==> src/rtl/ss_seq_pkg.sv <==
package ss_seq_pkg;
    typedef enum logic [1:0] {
        SS_IDLE  = 2'd0,
        SS_RAMP  = 2'd1,
        SS_DONE  = 2'd2,
        SS_FAULT = 2'd3
    } ss_state_e;
endpackage

==> src/rtl/ss_step_timer.sv <==
module ss_step_timer #(
    parameter int STEP_CYCLES = 562
) (
    input  logic clk,
    input  logic rst_n,
    input  logic run,
    output logic step_tick
);
    localparam int CNT_W = (STEP_CYCLES > 1) ? $clog2(STEP_CYCLES) : 1;
    localparam logic [CNT_W-1:0] LAST = CNT_W'(STEP_CYCLES - 1);

    typedef struct packed {
        logic [CNT_W-1:0] cnt;
    } tmr_t;

    tmr_t r_d, r_q;

    always_comb begin
        r_d = r_q;
        step_tick = run && (r_q.cnt == LAST);
        if (!run || step_tick) begin
            r_d.cnt = '0;
        end else begin
            r_d.cnt = r_q.cnt + 1'b1;
        end
    end

    always_ff @(posedge clk or negedge rst_n) begin
        if (!rst_n) r_q <= '0;
        else        r_q <= r_d;
    end

    AST_CNT_RANGE: assert property (@(posedge clk) disable iff (!rst_n)
        r_q.cnt <= LAST);
    AST_IDLE_CLEAR: assert property (@(posedge clk) disable iff (!rst_n)
        !run |=> r_q.cnt == '0);
endmodule

==> src/rtl/ss_ramp_fsm.sv <==
module ss_ramp_fsm
    import ss_seq_pkg::*;
#(
    parameter int TARGET_CODE = 800,
    parameter int REF_W       = 10
) (
    input  logic             clk,
    input  logic             rst_n,
    input  logic             uvlo_ok,
    input  logic             ocset_done,
    input  logic             dis_req,
    input  logic             oc_fault,
    input  logic             hs_pulse,
    input  logic             step_tick,
    output ss_state_e        state_o,
    output logic [REF_W-1:0] ref_o,
    output logic             hs_seen_o
);
    localparam logic [REF_W-1:0] TOP = REF_W'(TARGET_CODE);

    typedef struct packed {
        ss_state_e        st;
        logic [REF_W-1:0] ref_val;
        logic             hs_seen;
    } fsm_t;

    fsm_t r_d, r_q;

    always_comb begin
        r_d = r_q;
        if (r_q.st == SS_FAULT) begin
            r_d = r_q;
        end else if (oc_fault) begin
            r_d.st = SS_FAULT;
        end else if (dis_req || !uvlo_ok) begin
            r_d.st      = SS_IDLE;
            r_d.ref_val = '0;
            r_d.hs_seen = 1'b0;
        end else begin
            unique case (r_q.st)
                SS_IDLE: begin
                    r_d.ref_val = '0;
                    r_d.hs_seen = 1'b0;
                    if (ocset_done) r_d.st = SS_RAMP;
                end
                SS_RAMP: begin
                    if (hs_pulse) r_d.hs_seen = 1'b1;
                    if (step_tick) begin
                        r_d.ref_val = r_q.ref_val + 1'b1;
                        if (r_q.ref_val + 1'b1 == TOP) r_d.st = SS_DONE;
                    end
                end
                SS_DONE: r_d = r_q;
                default: r_d.st = SS_IDLE;
            endcase
        end
    end

    always_ff @(posedge clk or negedge rst_n) begin
        if (!rst_n) begin
            r_q.st      <= SS_IDLE;
            r_q.ref_val <= '0;
            r_q.hs_seen <= 1'b0;
        end else begin
            r_q <= r_d;
        end
    end

    assign state_o   = r_q.st;
    assign ref_o     = r_q.ref_val;
    assign hs_seen_o = r_q.hs_seen;

    AST_REF_BOUND: assert property (@(posedge clk) disable iff (!rst_n)
        r_q.ref_val <= TOP);
    AST_REF_MONO: assert property (@(posedge clk) disable iff (!rst_n)
        (r_q.st == SS_RAMP && $past(r_q.st) == SS_RAMP)
            |-> (r_q.ref_val - $past(r_q.ref_val)) <= 1);
    AST_FAULT_STICKY: assert property (@(posedge clk) disable iff (!rst_n)
        r_q.st == SS_FAULT |=> r_q.st == SS_FAULT);
    AST_FAULT_FREEZE: assert property (@(posedge clk) disable iff (!rst_n)
        r_q.st == SS_FAULT |=> $stable(r_q.ref_val));
    AST_NO_EARLY_START: assert property (@(posedge clk) disable iff (!rst_n)
        (r_q.st == SS_IDLE && !(uvlo_ok && ocset_done)) |=> r_q.st != SS_RAMP);
    AST_DISABLE_IDLE: assert property (@(posedge clk) disable iff (!rst_n)
        (dis_req && !oc_fault && r_q.st != SS_FAULT) |=> r_q.ref_val == '0);
endmodule

==> src/rtl/softstart_seq.sv <==
module softstart_seq
    import ss_seq_pkg::*;
#(
    parameter int TARGET_CODE = 800,
    parameter int STEP_CYCLES = 562,
    localparam int REF_W = $clog2(TARGET_CODE + 1)
) (
    input  logic             clk,
    input  logic             rst_n,
    input  logic             uvlo_ok,
    input  logic             ocset_done,
    input  logic             hs_pulse,
    input  logic             oc_fault,
    input  logic             dis_req,
    input  logic             prot_ls_on,
    output logic [REF_W-1:0] ref_code,
    output logic             ls_enable,
    output logic             ss_done,
    output logic             pwm_shutdown
);
    ss_state_e state;
    logic      step_tick;
    logic      hs_seen;
    logic      loop_ls;

    ss_step_timer #(
        .STEP_CYCLES(STEP_CYCLES)
    ) timer_i (
        .clk      (clk),
        .rst_n    (rst_n),
        .run      (state == SS_RAMP),
        .step_tick(step_tick)
    );

    ss_ramp_fsm #(
        .TARGET_CODE(TARGET_CODE),
        .REF_W      (REF_W)
    ) fsm_i (
        .clk       (clk),
        .rst_n     (rst_n),
        .uvlo_ok   (uvlo_ok),
        .ocset_done(ocset_done),
        .dis_req   (dis_req),
        .oc_fault  (oc_fault),
        .hs_pulse  (hs_pulse),
        .step_tick (step_tick),
        .state_o   (state),
        .ref_o     (ref_code),
        .hs_seen_o (hs_seen)
    );

    always_comb begin
        unique case (state)
            SS_RAMP: loop_ls = hs_seen;
            SS_DONE: loop_ls = 1'b1;
            default: loop_ls = 1'b0;
        endcase
        ls_enable    = prot_ls_on | loop_ls;
        ss_done      = (state == SS_DONE);
        pwm_shutdown = (state == SS_FAULT);
    end

    AST_DONE_AT_TOP: assert property (@(posedge clk) disable iff (!rst_n)
        ss_done |-> ref_code == REF_W'(TARGET_CODE));
    AST_DONE_LS_ON: assert property (@(posedge clk) disable iff (!rst_n)
        ss_done |-> ls_enable);
    AST_SHUT_GATES: assert property (@(posedge clk) disable iff (!rst_n)
        (pwm_shutdown && !prot_ls_on) |-> (!ls_enable && !ss_done));
    AST_PROT_WINS: assert property (@(posedge clk) disable iff (!rst_n)
        prot_ls_on |-> ls_enable);
endmodule

==> config.mk <==
export PLATFORM = sky130hd
export DESIGN_NAME = softstart_seq
export DESIGN_NICKNAME = d
export VERILOG_FILES = /design/src/rtl/ss_seq_pkg.sv /design/src/rtl/ss_step_timer.sv /design/src/rtl/ss_ramp_fsm.sv /design/src/rtl/softstart_seq.sv
export SDC_FILE = /design/constraint.sdc
export NUM_CORES = 1
export LEC_CHECK = 0
export CELL_PAD_IN_SITES_DETAIL_PLACEMENT = 0
export CELL_PAD_IN_SITES_GLOBAL_PLACEMENT = 1
export CORE_MARGIN = 8
export CORE_UTILIZATION = 44
export CTS_CLUSTER_DIAMETER = 100
export DETAILED_ROUTE_END_ITERATION = 16
export GPL_TIMING_DRIVEN = 0
export PLACE_DENSITY_LB_ADDON = 0.1
export RECOVER_POWER = 50
export SYNTH_ARGS = -nofsm -noshare
export SYNTH_HDL_FRONTEND = slang
export SYNTH_HIERARCHICAL = 1
export SYNTH_SLANG_ARGS = --single-unit
==> constraint.sdc <==
create_clock -name clk -period 4.85 [get_ports clk]
set_input_delay 0.97 -clock clk [delete_from_list [all_inputs] [get_ports clk]]
set_output_delay 0.97 -clock clk [all_outputs]
set_load 0.005 [all_outputs]
Word-level counts from Yosys, hierarchy flattened
Cells that the tools add are included.

storage, ports and cells
  flip-flop bits (word level) = 23
  logic and storage cells = 40
  input bits = 8

operators by class
  reduce and logical (&&, ||, !) cells = 10
  multiplexer cells = 10
  bitwise gates (word level) = 3
  equal/unequal tests = 11
  add/sub/neg operators = 2

operators with widths
  kind                     count
  $pmux W11 S2             1
  $add A10 B1 Y10 const B  2
  $eq A10 B10 Y1 const B   2
  $mux W13                 1
  $mux W12                 1
  $mux W10                 1
  $ne A4 B2 Y1 const B     2
  $reduce_and A4 Y1        2
  $mux W2                  3
  $ne A3 B2 Y1 const B     2
  $pmux W2 S3              1
  $reduce_and A5 Y1        1
  $eq A2 B2 Y1 const B     2
  $ne A4 B3 Y1 const B     1
  $ne A3 B1 Y1 const B     1
  $reduce_bool A3 Y1       1
  $eq A2 B1 Y1 const B     1
  $logic_not A1 Y1         2
  $logic_not A2 Y1         1
  $logic_or A1 B1 Y1       2
  $not A1 Y1               2
  $pmux W1 S2              1
  $logic_and A1 B1 Y1      1
  $mux W1                  1
  $or A1 B1 Y1             1

Logic depth before layout (Yosys ltp)
Gate-level depths: netlist of the first run.

  word-level depth = 7
  depth in mapped cells = 10

Hierarchy
The synthesis of the first run kept the hierarchy.

by module, submodules not included
  module         instances  cells each  area an instance (um^2)
  ss_ramp_fsm    1          105         905.9
  ss_step_timer  1          49          515.5
  softstart_seq  1          7           57.6

Worst setup path after synthesis of the first run
OpenSTA, ideal clock, no wires.

  kind = input-to-output
  start point = in prot_ls_on
  end point = out ls_enable
  stages = 1
  arrival time = 1.113 ns
  path slack = 2.767 ns
  path through = o21bai_1

on the way
  cells in the longest elaborated chain, start to end = 1

ends and longest elaborated chain
  what                RTL line             text
  start: declaration  softstart_seq.sv:15  input logic prot_ls_on,
  $or A1 B1 Y1        softstart_seq.sv:58  ls_enable = prot_ls_on | loop_ls;
  end: declaration    softstart_seq.sv:17  output logic ls_enable,

Every way passes these cells.

Final worst setup path of the first run
Ends and elaborated chain as after synthesis.

==> flow_summary.ini, run 1 <==
[global_routing]
grt_max_degree = 24
grtUsageMet2 = 0.219
top_usage_layer = met2
gr-usage-met3 = 0.0296
grt_pass1_vias = 1210
antenna_found_initial = 0
use_met1 = 0.154
grt.overflow.total = 0
gr-usage-all-layers = 0.128
grt_pass1_wl_um = 5580

[synth]
yosysMostFrequentCell = dfrtp_1
async_flop_share = 1.00
syn_nets = 176
synth.top_cells.by_count = dfrtp_1, o21ai_0, a21oi_1
synth_edf_count = 0
yosysWarnings = 6
synth_flop_cell = dfrtp_1
synth-seq-cells = 23
yosys.area.top_type = dfrtp_1
netlist_area_um2 = 1480
synth_top_area_share = 0.389
ys_seq_area_frac = 0.389
synth_cells = 161
synth_cell_types = 48
avgSynthCellArea_um2 = 9.19
synth_area_leaders = dfrtp_1, ha_1, o21ai_0

[clocking]
cts_num_sinks = 23
ctsHoldBuffers = 0
clk_latency_ns = 0.31
cts_resized = 0
postCtsSetupBuffers = 0
h-tree-depth = 1
root_buffer = clkbuf_4
cts_tree = done
numCtsBuffers = 3
clk_path_buf_depth = 2
clk_pin_slew_ns = 0.13

[worst_setup_path]
slowest_stage = clkdlybuf4s50_1
worstPathArrival_ns = 2.05
crit_cells = 3
worst_r2r_startpoint = timer_i/r_q[1]
cp_max_fo = 1
critPathLaunch = prot_ls_on
cp_cell_sequence = clkdlybuf4s50_1 > o21bai_1 > clkdlybuf4s50_1
crit_end = ls_enable
cp_slowest_stage_delay_ns = 0.52
regToRegEndpoint = timer_i/r_q[4]
rr_worst_depth = 5
cp_top_family = buffers and inverters
worstSetupPathType = in2out
r2r_setup_slack_ns = 2.34
worstPathRequired_ns = 3.88
path_common_cell = clkdlybuf4s50_1
cp-start-kind = input pin
endpoint_kind = output port
cp_num_buf_inv = 2

[detailed_routing]
via_count = 1303
wire_per_inst_um = 14.8
vias_per_cell = 5.64
drt_iter0_markers = 26
postRouteAntennaNets = 0
route.detailed.drc = 0
first_pass_iters = 4
routed_wl_um = 3410

[hold_path]
hold_class = reg2reg
min_delay_path_depth = 1

[sta]
drv_slew = 11
setup_violations = 0
tightest_slew_ns = 1.51
final.setup.tns_ns = 0
min_period_ns = 3.02
clock.fmax_ghz = 0.331
whs_ns = 0.526
period_share = 0.622
rsz0062_at_grt = no
fin_worst_skew_ns = 0.00233
hold_viol = 0
relSlewSlack = -0.0225
setup_ws_ns = 1.83

[placement]
place_inst = 227
place_congestion = 0.851
port_buffers = 20
place_ws_ns = 1.84
hpwl_um = 2470

[floorplanning]
num_io_pins = 21
rows = 21
initial_core_util = 0.450
dieHeight_um = 74.0
core_area_um2 = 3280
die_x_um = 74.0
die_area_um2 = 5470

[finish]
diodes = 0
layout-drive-gt1-share = 0.0703
area_growth_pct = 17.8
finalNetCount = 201
finalNonFillerCells = 231

[run]
drv_cap = 1

[pwr]
total_power_w = 0.000302
p_leak_nw = 0.694
p_per_area_nw_per_um2 = 173
irDropWorstVdd_v = 0.0000837

[run_status]
outcome = finished, violations left
violations = max-capacitance violations, max-slew violations
## layer usage
metal | part of all wire | wire (um) | up-vias
li1 | - | - | 651
met1 | 0.45 | 1530 | 636
met2 | 0.52 | 1770 | 14
met3 | 0.027 | 91 | 2
met4 | 0.0056 | 19 | 0
met5 | 0 | 0 | -
## how the worst min path moves through the flow
stage | from | slack, ns | endpoint
floorplan | fsm_i/hs_seen_o | 0.47 | fsm_i/hs_seen_o
global placement | fsm_i/hs_seen_o | 0.48 | fsm_i/hs_seen_o
detailed placement | fsm_i/hs_seen_o | 0.49 | fsm_i/hs_seen_o
CTS | fsm_i/hs_seen_o | 0.53 | fsm_i/hs_seen_o
global route | fsm_i/hs_seen_o | 0.55 | fsm_i/hs_seen_o
finish | fsm_i/hs_seen_o | 0.53 | fsm_i/hs_seen_o
## report_power, final
| part | switching (W) | internal, W |
|---|---|---|
| Clock | 0.0000596 | 0.0000321 |
| Combinational | 0.00000826 | 0.00000821 |
| Sequential | 0.000000752 | 0.000193 |
## worst reg2reg max path, cell delays in order (launching register included)
cell,delay [ns]
dfrtp_1,0.44
inv_1,0.07
ha_1,0.13
or3b_1,0.37
o41ai_1,1.20
nor2_1,0.14
## layout by cell type (no fill, tap or decap), types with 2 or more instances in the layout
cell and instances:
a21oi_1 14, clkbuf_4 3, nand4_1 4, clkdlybuf4s50_1 18, or3b_1 2, and2_1 2
ha_1 7, nand3b_1 2, nor2_1 13, or3_1 5, buf_6 2, or2b_1 2
xnor2_1 2, o41ai_1 3, a31oi_1 2, o31ai_1 4, o21bai_1 2, dlygate4sd3_1 2
nand4b_1 2, dfrtp_1 23, nor4_1 2, nand3_1 7, nor3_1 6, o21ai_0 16
nand2_1 8, inv_1 8
## cell families after synthesis
logic type,synth area share
AND/OR/NAND/NOR,0.271
AO/OA/AOI/OAI,0.214
flip-flops,0.389
buffers and inverters,0.0423
adder cells (fa/ha/maj),0.0592
XOR/XNOR,0.0178
multiplexers,0.00677
## stage by stage
step	area, um^2	util
final	1740	0.530
after global routing	1740	0.530
after CTS	1760	0.537
after detailed placement	1740	0.529
after global placement	1740	0.529
after floorplan	1480	-
## layout make-up
cell class | count | area (um^2)
Buffer | 4 | 32.5
Clock buffer | 4 | 26.3
Inverter | 8 | 30.0
Fill cell | 315 | 1540
Tap cell | 46 | 57.6
Multi-Input combinational cell | 126 | 820
Sequential cell | 23 | 576
Timing Repair Buffer | 20 | 200
## sequential cells by signal, indices dropped and copies added, names as in the netlist
signal           cells
fsm_i/ref_o         10
timer_i/r_q         10
fsm_i/state_o        2
fsm_i/hs_seen_o      1
(Power assumes the default switching activity.)
==> run 2: changes to the inputs <==
CORE_UTILIZATION = 41   (was 44)
clock period = 2.9 ns   (was 4.85 ns; I/O delays follow)
==> run 2 against run 1 <==
The run now ends clean. Largest cell class unchanged. Die area rose by 5.7%. Non-clock buffer count did not move. Sequential power rose by 67%. Highest routed layer unchanged. Critical path type is now reg2out. Cell count rose by 0.87%. Flip-flop and latch count did not move. Power rose by 68%. Design area rose by 0.65%. Critical endpoint unchanged. Routed wire length rose by 1.4%. First-iteration DRC count rose to 2.7 times the previous value. Register-to-register slack got worse by 1.7 ns. Combinational power rose by 64%.
==> flow_summary.ini, run 2 (same netlist as run 1, synthesis figures left out) <==
[run_status]
outcome = completed

[floorplanning]
rows = 22
dieHeight_um = 76.1
die_x_um = 76.1
core_area_um2 = 3550
die_area_um2 = 5790
initial_core_util = 0.416
num_io_pins = 21

[hold_path]
hold_path.startpoint = fsm_i/hs_seen_o
min_delay_path_depth = 1
hold_class = reg2reg
hold_end = fsm_i/hs_seen_o

[sta]
final.setup.tns_ns = 0
min_period_ns = 2.48
relSlewSlack = 0.257
setup_violations = 0
fin_worst_skew_ns = 0.00349
drv_slew = 0
rsz0062_at_grt = no
hold_viol = 0
clock.fmax_ghz = 0.404
tightest_slew_ns = 1.11
period_share = 0.853

[worst_setup_path]
worstPathRequired_ns = 2.32
worstSetupPathType = reg2out
worstPathArrival_ns = 1.90
cp_max_fo = 10
worst_r2r_startpoint = timer_i/r_q[1]
endpoint_kind = output port
cp-start-kind = flop
r2r_setup_slack_ns = 0.60
regToRegEndpoint = fsm_i/state_o[0]
rr_worst_depth = 10

[pwr]
irDropWorstVdd_v = 0.000115
p_clk_frac = 0.307
switching_share = 0.233
seqPwrFrac = 0.640
p_switching_w = 0.000118
p_per_area_nw_per_um2 = 289
intPower_w = 0.000388
p_leak_nw = 0.701
pwr-share-comb = 0.054

[detailed_routing]
postRouteAntennaNets = 0
via_count = 1303
wire_per_inst_um = 14.8
drt_iter0_markers = 71
vias_per_cell = 5.59
route.detailed.drc = 0
first_pass_iters = 4
routed_wl_um = 3460

[clocking]
numCtsBuffers = 3
clk_pin_slew_ns = 0.14
cts_num_sinks = 23
postCtsSetupBuffers = 0
cts_tree = done
clk_path_buf_depth = 2
ctsHoldBuffers = 0
clk_latency_ns = 0.31
root_buffer = clkbuf_4
h-tree-depth = 1
cts_resized = 0

[finish]
finalNetCount = 201
final_cell_mix = dfrtp_1, clkdlybuf4s50_1, o21ai_0
regArea_um2 = 576
n_fill_cell = 347
layout-drive-gt1-share = 0.0811
diodes = 0
layout_commonest_cell = dfrtp_1
fin_area_um2 = 1750
multi_input_area_um2 = 827
area_growth_pct = 18.5

[global_routing]
grt_max_degree = 24
grt.overflow.total = 0
antenna_found_initial = 0
grt_pass1_vias = 1273
gr-usage-all-layers = 0.123
grt_pass1_wl_um = 6080

[run]
drv_cap = 0

[placement]
dpl_cell_area_um2 = 1740
port_buffers = 20
hpwl_um = 2530
place_congestion = 0.775
[run 2: area by class of cell]
class                      count  area share
buffer                         4      0.0186
multi-input combinational    126       0.472
clock inverter                 1     0.00286
tap                           48      0.0343
inverter                       8      0.0171
sequential                    23       0.328
clock buffer                   3      0.0128
timing repair buffer          20       0.114
[run 2: how the worst max path moves through the flow]
stage                     startpoint               end  slack [ns]  depth (start not counted)
finish              fsm_i/state_o[1]         ls_enable        0.42                          5
global route        fsm_i/state_o[1]         ls_enable        0.24                          5
CTS                 fsm_i/state_o[1]         ls_enable        0.36                          5
detailed placement    timer_i/r_q[1]  fsm_i/state_o[0]        0.63                         10
global placement      timer_i/r_q[1]  fsm_i/state_o[0]        0.62                         10
floorplan             timer_i/r_q[1]  fsm_i/state_o[0]        0.87                         10
[run 2: critical path, cell delays in order (launching register included)]
cell	delay, ns
dfrtp_1	0.59
inv_1	0.09
ha_1	0.23
a21oi_1	0.15
o21bai_1	0.07
clkdlybuf4s50_1	0.45
[run 2: power groups by stage]
stage / Clock [W] / Combinational [W] / Sequential, W
after CTS: 0.000162 / 0.0000283 / 0.000324
after global routing: 0.000179 / 0.0000306 / 0.000324
after global placement: 0 / 0.0000277 / 0.000330
final: 0.000155 / 0.0000271 / 0.000324
after detailed placement: 0 / 0.0000282 / 0.000330
after floorplan: 0 / 0.00000718 / 0.000330
[run 2: per-layer routing]
metal / wire length (um) / GRT usage
met4: 21 / 0.0385
met1: 1720 / 0.163
met2: 1540 / 0.188
met5: 0 / 0
met3: 172 / 0.0342
[run 2: stage by stage]
step / util / power [W] / worst slack, ns / hold slack (ns) / cells
6_report: 0.494 / 0.000506 / 0.425 / 0.523 / 233
5_1_grt: 0.494 / 0.000534 / 0.242 / 0.567 / 233
4_1_cts: 0.498 / 0.000514 / 0.364 / 0.531 / 233
3_5_place_dp: 0.490 / 0.000358 / 0.631 / 0.497 / 229
3_3_place_gp: 0.490 / 0.000358 / 0.623 / 0.488 / 229
2_1_floorplan: - / 0.000337 / 0.871 / 0.284 / 161
